**src/rtl/sar_pkg.sv**
```systemverilog
// Shared types for the successive-approximation readback controller.
// Assumes: nothing beyond IEEE 1800-2017 enums.
package sar_pkg;
    typedef enum logic [2:0] {
        ST_IDLE,
        ST_WR_LO,
        ST_WR_HI,
        ST_SETTLE,
        ST_SAMPLE
    } sar_state_e;
endpackage

```
**src/rtl/sar_settle_timer.sv**
```systemverilog
// Down-counter that times the DAC settle window after a high-byte write.
// Assumes load_i pulses once per trial. expired_o is high when at most one cycle is left.
module sar_settle_timer #(
    parameter int CNT_W = 8
) (
    input  logic             clk,
    input  logic             rst_n,
    input  logic             load_i,
    input  logic [CNT_W-1:0] count_i,
    output logic             expired_o
);
    logic [CNT_W-1:0] cnt_q;

    // Load on request, otherwise count down to zero.
    always_ff @(posedge clk) begin
        if (!rst_n)
            cnt_q <= '0;
        else if (load_i)
            cnt_q <= count_i;
        else if (cnt_q != '0)
            cnt_q <= cnt_q - 1'b1;
    end

    // Last settle cycle is the one where one count remains.
    assign expired_o = (cnt_q <= CNT_W'(1));
endmodule

```
**src/rtl/sar_bus_framer.sv**
```systemverilog
// Splits a trial code into the byte placed on the narrow DAC bus.
// Assumes RES_W > BUS_W and RES_W - BUS_W <= BUS_W. The high part is zero-extended.
module sar_bus_framer #(
    parameter int RES_W = 12,
    parameter int BUS_W = 8
) (
    input  logic [RES_W-1:0] trial_i,
    input  logic             hi_sel_i,
    output logic [BUS_W-1:0] data_o
);
    localparam int HI_W = RES_W - BUS_W;

    logic [BUS_W-1:0] hi_byte;

    generate
        if (HI_W < BUS_W) begin : g_pad
            // Upper bits of the high transfer are zero.
            assign hi_byte = {{(BUS_W-HI_W){1'b0}}, trial_i[RES_W-1:BUS_W]};
        end else begin : g_full
            // High part fills the bus exactly.
            assign hi_byte = trial_i[RES_W-1:BUS_W];
        end
    endgenerate

    // Select which half of the trial code drives the bus.
    always_comb data_o = hi_sel_i ? hi_byte : trial_i[BUS_W-1:0];
endmodule

```
**src/rtl/sar_seq.sv**
```systemverilog
// Conversion sequencer: runs the bit trials from MSB to LSB and keeps the accumulator.
// Assumes the settle timer is loaded during the high-byte write. cmp_i is sampled in ST_SAMPLE.
module sar_seq
    import sar_pkg::*;
#(
    parameter int RES_W = 12,
    parameter int CH_W  = 3,
    parameter int CNT_W = 8
) (
    input  logic             clk,
    input  logic             rst_n,
    input  logic             start_i,
    input  logic [CH_W-1:0]  chan_i,
    input  logic [CNT_W-1:0] settle_i,
    input  logic             cmp_i,
    input  logic             expired_i,
    output logic             load_o,
    output logic [CNT_W-1:0] settle_o,
    output logic [RES_W-1:0] trial_o,
    output logic             wr_o,
    output logic             hi_o,
    output logic [CH_W-1:0]  mux_sel_o,
    output logic             busy_o,
    output logic [RES_W-1:0] result_o,
    output logic             done_o
);
    localparam logic [RES_W-1:0] MSB_MASK = {1'b1, {(RES_W-1){1'b0}}};

    sar_state_e       state_q;
    logic [RES_W-1:0] acc_q;
    logic [RES_W-1:0] mask_q;
    logic [CH_W-1:0]  chan_q;
    logic [CNT_W-1:0] settle_q;
    logic [RES_W-1:0] result_q;
    logic             done_q;
    logic [RES_W-1:0] acc_next;

    // Accumulator after deciding the current trial bit.
    always_comb acc_next = cmp_i ? (acc_q | mask_q) : acc_q;

    // State, accumulator, trial mask and the values captured at start.
    always_ff @(posedge clk) begin
        if (!rst_n) begin
            state_q  <= ST_IDLE;
            acc_q    <= '0;
            mask_q   <= '0;
            chan_q   <= '0;
            settle_q <= '0;
            result_q <= '0;
            done_q   <= 1'b0;
        end else begin
            done_q <= 1'b0;
            case (state_q)
                ST_IDLE: begin
                    if (start_i) begin
                        state_q  <= ST_WR_LO;
                        acc_q    <= '0;
                        mask_q   <= MSB_MASK;
                        chan_q   <= chan_i;
                        settle_q <= settle_i;
                    end
                end
                ST_WR_LO:  state_q <= ST_WR_HI;
                ST_WR_HI:  state_q <= (settle_q == '0) ? ST_SAMPLE : ST_SETTLE;
                ST_SETTLE: if (expired_i) state_q <= ST_SAMPLE;
                ST_SAMPLE: begin
                    acc_q <= acc_next;
                    if (mask_q[0]) begin
                        state_q  <= ST_IDLE;
                        result_q <= acc_next;
                        done_q   <= 1'b1;
                    end else begin
                        mask_q  <= mask_q >> 1;
                        state_q <= ST_WR_LO;
                    end
                end
                default: state_q <= ST_IDLE;
            endcase
        end
    end

    // Bus strobes, trial code and status derived from the state.
    always_comb begin
        wr_o      = (state_q == ST_WR_LO) || (state_q == ST_WR_HI);
        hi_o      = (state_q == ST_WR_HI);
        load_o    = (state_q == ST_WR_HI);
        busy_o    = (state_q != ST_IDLE);
        trial_o   = acc_q | mask_q;
        settle_o  = settle_q;
        mux_sel_o = chan_q;
        result_o  = result_q;
        done_o    = done_q;
    end

    // A low-byte write is always followed by a high-byte write.
    assert_wr_pair_R3: assert property (@(posedge clk) disable iff (!rst_n)
        (wr_o && !hi_o) |=> (wr_o && hi_o));

    // No bus write between the high-byte write and the sample.
    assert_no_early_write_R5: assert property (@(posedge clk) disable iff (!rst_n)
        (wr_o && hi_o) |=> !wr_o);

    // The first trial after a start carries only the MSB.
    assert_msb_first_R4: assert property (@(posedge clk) disable iff (!rst_n)
        (!busy_o && start_i) |=> (trial_o == MSB_MASK));

    // The channel select does not move during a conversion.
    assert_chan_held_R2: assert property (@(posedge clk) disable iff (!rst_n)
        (busy_o && $past(busy_o)) |-> $stable(mux_sel_o));

    // Done is a single-cycle pulse and never coincides with busy.
    assert_done_pulse_R7: assert property (@(posedge clk) disable iff (!rst_n)
        done_o |-> (!busy_o ##1 !done_o));
endmodule

```
**src/rtl/sar_readback_ctrl.sv**
```systemverilog
// Top of the successive-approximation readback controller.
// Sends each trial code as two DAC bus writes, waits out the settle count and decides one bit per trial.
// Assumes cmp_i is synchronous to clk.
module sar_readback_ctrl #(
    parameter int RES_W = 12,
    parameter int BUS_W = 8,
    parameter int CH_W  = 3,
    parameter int CNT_W = 8
) (
    input  logic             clk,
    input  logic             rst_n,
    input  logic             start_i,
    input  logic [CH_W-1:0]  chan_i,
    input  logic [CNT_W-1:0] settle_i,
    input  logic             cmp_i,
    output logic [BUS_W-1:0] bus_data_o,
    output logic             bus_wr_o,
    output logic             bus_hi_o,
    output logic [CH_W-1:0]  mux_sel_o,
    output logic             busy_o,
    output logic [RES_W-1:0] result_o,
    output logic             done_o
);
    logic             load_w;
    logic             expired_w;
    logic [CNT_W-1:0] settle_w;
    logic [RES_W-1:0] trial_w;

    sar_seq #(.RES_W(RES_W), .CH_W(CH_W), .CNT_W(CNT_W)) u_seq (
        .clk       (clk),
        .rst_n     (rst_n),
        .start_i   (start_i),
        .chan_i    (chan_i),
        .settle_i  (settle_i),
        .cmp_i     (cmp_i),
        .expired_i (expired_w),
        .load_o    (load_w),
        .settle_o  (settle_w),
        .trial_o   (trial_w),
        .wr_o      (bus_wr_o),
        .hi_o      (bus_hi_o),
        .mux_sel_o (mux_sel_o),
        .busy_o    (busy_o),
        .result_o  (result_o),
        .done_o    (done_o)
    );

    sar_settle_timer #(.CNT_W(CNT_W)) u_timer (
        .clk       (clk),
        .rst_n     (rst_n),
        .load_i    (load_w),
        .count_i   (settle_w),
        .expired_o (expired_w)
    );

    sar_bus_framer #(.RES_W(RES_W), .BUS_W(BUS_W)) u_framer (
        .trial_i  (trial_w),
        .hi_sel_i (bus_hi_o),
        .data_o   (bus_data_o)
    );
endmodule

```
**config.mk**
```make
export PLATFORM = sky130hd
export DESIGN_NAME = sar_readback_ctrl
export DESIGN_NICKNAME = d
export VERILOG_FILES = /design/src/rtl/sar_pkg.sv /design/src/rtl/sar_settle_timer.sv /design/src/rtl/sar_bus_framer.sv /design/src/rtl/sar_seq.sv /design/src/rtl/sar_readback_ctrl.sv
export SDC_FILE = /design/constraint.sdc
export NUM_CORES = 1
export LEC_CHECK = 0
export BUFFER_PORTS_ARGS = -buffer_cell sky130_fd_sc_hd__buf_4
export CORE_MARGIN = 2
export CORE_UTILIZATION = 56
export DETAILED_ROUTE_END_ITERATION = 10
export PLACE_DENSITY_LB_ADDON = 0.1
export SLEW_MARGIN = 10
export SYNTH_ARGS = -nofsm -noshare
export SYNTH_HDL_FRONTEND = slang
export SYNTH_HIERARCHICAL = 1
export SYNTH_SLANG_ARGS = --single-unit
```
**constraint.sdc**
```tcl
create_clock -name clk -period 2.3 [get_ports clk]
set_input_delay 0.23 -clock clk [delete_from_list [all_inputs] [get_ports clk]]
set_output_delay 0.23 -clock clk [all_outputs]
set_load 0.05 [all_outputs]
```
Word level (Yosys, flattened, before mapping)

Cells that the tools add are included.

Logic and storage cells: 47
Memory bits (writable): 0
Bits in latches: 0
Input port bits: 15
Memories: 0
Bits in read-only memories: 0
Register bits: 59
Output and inout port bits: 27

Bitwise operators: 1
Divide/modulo/power cells: 0
$add $sub $neg: 1
Magnitude comparators: 1
Shifts and indexed selects: 0
Equality and inequality tests: 7
$mul: 0
Mux-type cells: 15
Reduce and logical (&&, ||, !) cells: 13

Operators with widths:

| kind                | count |
|---|---|
| $mux 12             | 4 |
| $pmux 12 s2         | 2 |
| $mux 8              | 3 |
| $pmux 3 s5          | 1 |
| $or 12x12->12       | 1 |
| $reduce_and 2->1    | 5 |
| $mux 3              | 3 |
| $le 8x1->1 const B  | 1 |
| $logic_not 8->1     | 1 |
| $reduce_bool 8->1   | 1 |
| $sub 8x1->8 const B | 1 |
| $eq 3x2->1 const B  | 2 |
| $ne 2x2->1 const B  | 3 |
| $reduce_bool 2->1   | 2 |
| $eq 3x1->1 const B  | 1 |
| $eq 3x3->1 const B  | 1 |
| $logic_not 3->1     | 1 |
| $reduce_and 3->1    | 1 |
| $reduce_bool 3->1   | 1 |
| $mux 1              | 2 |
| $logic_or 1x1->1    | 1 |

Longest topological paths before layout

Word-level depth: 3
Mapped depth: 10
Gate-level depth less buffers: 7

Hierarchy

Netlist, hierarchy kept.

By module, submodules not included:

| module           | times used | sequential area each (um2) | area an instance (um2) | cells an instance |
|---|---|---|---|---|
| sar_seq          | 1          | 1021.0                     | 2162.1                 | 235 |
| sar_settle_timer | 1          | 160.2                      | 498.0                  | 58 |
| sar_bus_framer   | 1          | 0.0                        | 106.4                  | 9 |

Worst setup path before layout

No wires, ideal clock.

Path kind: register -> register
Start point: register u_seq.state_q[2]
End point: register u_timer.cnt_q[5]
Clock period less this slack: 2524 ps
Data arrival time: 2408 ps
Data required time: 2184 ps
Path slack: -224 ps
Library setup time: 116 ps
Buffers on the path: 3
Cell stages (with the launch flop): 8
Cells stage by stage: dfxtp_1 clkbuf_1 nand2b_1 nor2_1 buf_4 clkbuf_1 mux2_2 o211a_1

Cells in the longest elaborated chain, start to end: 2
Elaborated cells between the ends (all ways): 3
Classes of those cells: 1 x eq/ne; 1 x mux; 1 x reduce/logical

Ends and longest elaborated chain:

| item                                        | RTL line                | RTL |
|---|---|---|
| start, declared                             | sar_seq.sv:29           | `sar_state_e state_q;` |
| start signal, assigned                      | sar_seq.sv:64           | `ST_WR_HI: state_q <= (settle_q == '0) ? ST_SAMPLE : ST_SETTLE;` |
| $eq 3x2->1 *                                | -                       |  |
| named net bus_hi_o                          | sar_readback_ctrl.sv:18 | `output logic bus_hi_o,` |
| $mux 8 or $reduce_bool 2->1 (tied branches) | -                       |  |
| end signal, assigned                        | sar_settle_timer.sv:19  | `cnt_q <= count_i;` |
| end signal, assigned                        | sar_settle_timer.sv:21  | `cnt_q <= cnt_q - 1'b1;` |
| end, declared                               | sar_settle_timer.sv:12  | `logic [CNT_W-1:0] cnt_q;` |

Mark *: on every way through the listed nets, which the timed path passes. The rest lies on a longest branch.
A chain may end at the register's enable or synchronous reset.

Worst setup path in the final report

Start point: register u_seq.state_q[2]
End point: output bus_data_o[0]

Cells in the longest elaborated chain, start to end: 2

Ends and longest elaborated chain:

| item          | RTL line                | RTL |
|---|---|---|
| $eq 3x2->1    | sar_seq.sv:85           | `hi_o = (state_q == ST_WR_HI);` |
| $mux 8        | sar_bus_framer.sv:26    | `always_comb data_o = hi_sel_i ? hi_byte : trial_i[BUS_W-1:0];` |
| end, declared | sar_readback_ctrl.sv:16 | `output logic [BUS_W-1:0] bus_data_o,` |

No other way between the ends.

==> run_results.csv <==
group,metric,value,unit
sta,maxSlewHeadroom,49.0,%
clock_tree,cts.root.buffer_cell,"sky130_fd_sc_hd__clkbuf_8",
sta,final-hold-violation-count,0,
pwr,powerDensity,991,nW/um2
clock_tree,cts_resized,0,
global_routing,largest_net_degree_at_the_start_of_global_routing,37,
drt,wl,5760,um
logic_synthesis,syn_inst,302,
critical_path,rrSetupSlack,0.40,ns
critical_path,critical-path-top-delay-family,"buffers and inverters",
sta,post-route-period-util,88.8,%
global_routing,first_pass_grt_wire_length,9630,um
logic_synthesis,synthMostInstantiatedCell,"sky130_fd_sc_hd__dfxtp_1",
global_routing,antenna_found_initial,0,
clock_tree,htree_num_levels,3,
sta,slew_limit_fails,0,
critical_path,end_kind,"primary output",
placed_design,dp_cells,398,
clock_tree,cts_setup_buffers,0,
sta,totalNegativeSetupSlack,0,ns
global_routing,global_route_overflow,0,
placed_design,gp_routability_congestion,0.735,
critical_path,timing.critical_path.slowest_cell_delay,0.33,ns
flow_run,number_of_max_cap_violations,0,
min_path,whs_path_depth,3,
run_status,outcome,"completed",
drt,drt_first_pass_iters,7,
critical_path,critPathMostFrequentCell,"sky130_fd_sc_hd__buf_4",
pwr,combPwrFrac,34.0,%
layout,layout.cell_area.non_filler,3310,um2
critical_path,cp-startpoint,"u_seq/state_q[2]",
sta,rsz_0062_raised_after_global_routing,"no",
critical_path,worstReg2RegStart,"u_timer/cnt_q[4]",
pwr,internal_power,2.10,mW
logic_synthesis,yosys_register_bits,59,
logic_synthesis,ranking_of_synthesized_cells_by_instance_count,"59 x sky130_fd_sc_hd__dfxtp_1, 42 x sky130_fd_sc_hd__nand2_1, 26 x sky130_fd_sc_hd__nor2b_1",
critical_path,cp.required,2.07,ns
critical_path,cp.arrival,1.81,ns
sta,fmax,489,MHz
sta,setup_viol_count_final,0,
critical_path,critical_path_buf_inv_count,3,
placed_design,number_of_i_o_port_buffers,41,
sta,layout_setup_ws,0.257,ns
critical_path,r2r_end,"u_seq/state_q[1]",
layout,nFillCells,429,
logic_synthesis,synth.top_cell.area_share,42.7,%
critical_path,critPathSlowestCell,"sky130_fd_sc_hd__dfxtp_1",
layout,layoutNonFillerInstCount,414,
clock_tree,insertion_delay,0.33,ns
drt,drtAntennaViolNets,0,
floorplan,die-height,74.3,um
floorplan,dieArea,5520,um2
floorplan,starting_density,58.2,%
layout,area.growth.synth_to_final,19.6,%
placed_design,dpl-instance-area,3110,um2
logic_synthesis,ys_async_sr_fraction,0,%
logic_synthesis,synthesis.yosys.warnings,6,
pwr,p_leak,1.50,nW
drt,via_density_per_instance,5.43,
clock_tree,cts-buffers-inserted,9,
min_path,hold-path-endpoint,"u_seq/settle_o[6]",
pwr,clock_power_share,28.1,%
pwr,vdd_drop_max,1.01,mV
layout,layout.nets,359,
critical_path,number_of_cells_on_the_critical_path,6,
clock_tree,tritoncts_clock_tree,"done",
clock_tree,cts.path.max_buffers,2,
layout,diodes_inserted,0,
critical_path,setup.worst_path.class,"flip-flop to primary output",
drt,initialDrtViolationCount,131,
min_path,hold_path_class,"input pin to flip-flop",
pwr,power.sequential.fraction,37.9,%
logic_synthesis,synth_sequential_area_ratio,42.7,%
logic_synthesis,synthesis.nets,319,
pwr,switching_share,35.9,%
global_routing,global_route.usage.total,23.2,%
sta,finalHoldWorstSlack,0.158,ns
critical_path,cp_cell_sequence,"buf_4 -> nand2b_1 -> nor2_2 -> buf_4 -> mux2_4 -> buf_4",
placed_design,place_hpwl,3940,um
sta,timing.clock.skew,0.00459,ns
critical_path,worst_r2r_path_depth,6,
logic_synthesis,synth_cell_type_count,45,
critical_path,timing.critical_path.from_type,"flip-flop",
pwr,total_switching_power,1.18,mW
logic_synthesis,synth-edff-count,0,
logic_synthesis,post-synth-top-area-cell,"sky130_fd_sc_hd__dfxtp_1",
critical_path,critPathMaxFanout,13,
pwr,post-layout-total-power,3.28,mW
layout,fraction_of_final_layout_cells_sized_beyond_drive_strength_1,30.0,%
drt,drc_violations_left,0,
sta,fin_crit,2.04,ns
drt,via_count,2247,
logic_synthesis,yosys_most_used_dff,"sky130_fd_sc_hd__dfxtp_1",
logic_synthesis,syn_avg_cell_area,9.16,um2
global_routing,grt_pass1_vias,2012,
clock_tree,cts_hold_repair.buffers,0,
min_path,hp-start,"settle_i[6]",
logic_synthesis,netlist_top_cells_area,"sky130_fd_sc_hd__dfxtp_1 43%, sky130_fd_sc_hd__nor2b_1 5.9%, sky130_fd_sc_hd__nand2_1 5.7%",
placed_design,detailedPlace.worstSlack,0.414,ns
floorplan,placeableCoreArea,4750,um2
sta,slew_at_the_pin_closest_to_its_max_slew_limit,0.759,ns
logic_synthesis,synth_area,2770,um2
clock_tree,sink_count_of_the_clock_tree,59,
floorplan,die_width,74.3,um
floorplan,rows,25,
clock_tree,cts.reportedPaths.clkPinSlew,0.07,ns
layout,finalCoreUtilization,69.6,%
floorplan,ioPinCount,42,
drt,routed_wire_length_per_instance,13.9,um
## layer usage
layer / track usage [%] / routed length, um / up-vias
met2: 32.6 / 2450 / 62
met4: 7.34 / 22 / 0
met5: 0 / 0 / -
met1: 34.2 / 2920 / 1051
li1: - / - / 1132
met3: 6.91 / 373 / 2
## layout by cell type, fill, tap and decap left out, drive strengths merged, types with 5 or more instances in the layout
| cell | Yosys | routed |
|---|---|---|
| nand3 | 6 | 6 |
| nand2 | 42 | 42 |
| a21oi | 17 | 17 |
| a22oi | 23 | 23 |
| o21ai | 8 | 8 |
| or2 | 13 | 13 |
| clkbuf | 11 | 11 |
| mux2 | 5 | 5 |
| buf | 12 | 52 |
| o211a | 13 | 13 |
| a21boi | 13 | 13 |
| nor2b | 26 | 26 |
| nor2 | 14 | 14 |
| dfxtp | 59 | 59 |
## worst register-to-register path, delay by kind of cell, from the launching register on
kind               cells  cell delay (ns)
DFF                    1             0.36
AOI/OAI and AO/OA      2             0.25
and+or+nand+nor        4             1.18
## worst max path at each step
stage | slack [ns] | endpoint
detailed placement | 0.41 | u_seq/state_q[1]
CTS | 0.24 | bus_data_o[0]
global placement | 0.44 | u_seq/state_q[1]
finish | 0.26 | bus_data_o[0]
global route | 0.16 | bus_data_o[2]
floorplan | 0.06 | u_timer/cnt_q[5]
## state kept, by name (all words and copies together), names as in the netlist
name             flops
u_seq/settle_o       8
u_seq/acc_q         12
u_timer/cnt_q        8
u_seq/state_q        3
u_seq/mux_sel_o      3
u_seq/done_o         1
u_seq/mask_q        12
u_seq/result_o      12
## area by class of cell
| cell class | count | area [um2] | share of cell area, % |
|---|---|---|---|
| clock inverter | 5 | 52.6 | 1.59 |
| timing repair buffer | 52 | 390 | 11.8 |
| sequential | 59 | 1180 | 35.7 |
| inverter | 4 | 15.0 | 0.454 |
| clock buffer | 11 | 141 | 4.27 |
| multi-input combinational | 216 | 1440 | 43.6 |
| tap | 67 | 83.8 | 2.53 |
## cell families after synthesis
kind of cell / count (synthesis) / share of synthesized area [%]
simple gates: 127 / 25.1
compound gates: 78 / 22.2
flops: 59 / 42.7
buf+inv: 27 / 5.20
mux: 6 / 2.94
xor+xnor: 3 / 0.950
fa+ha+maj: 2 / 0.904
## power groups by stage
stage / sequential (mW) / clock, mW / combinational (mW)
6_report: 1.24 / 0.922 / 1.12
4_1_cts: 1.24 / 0.937 / 1.12
5_1_grt: 1.26 / 0.994 / 1.23
3_3_place_gp: 1.26 / 0 / 1.10
3_5_place_dp: 1.26 / 0 / 1.12
2_1_floorplan: 1.25 / 0 / 0.898
No activity file was read; power rests on OpenSTA's default activity.
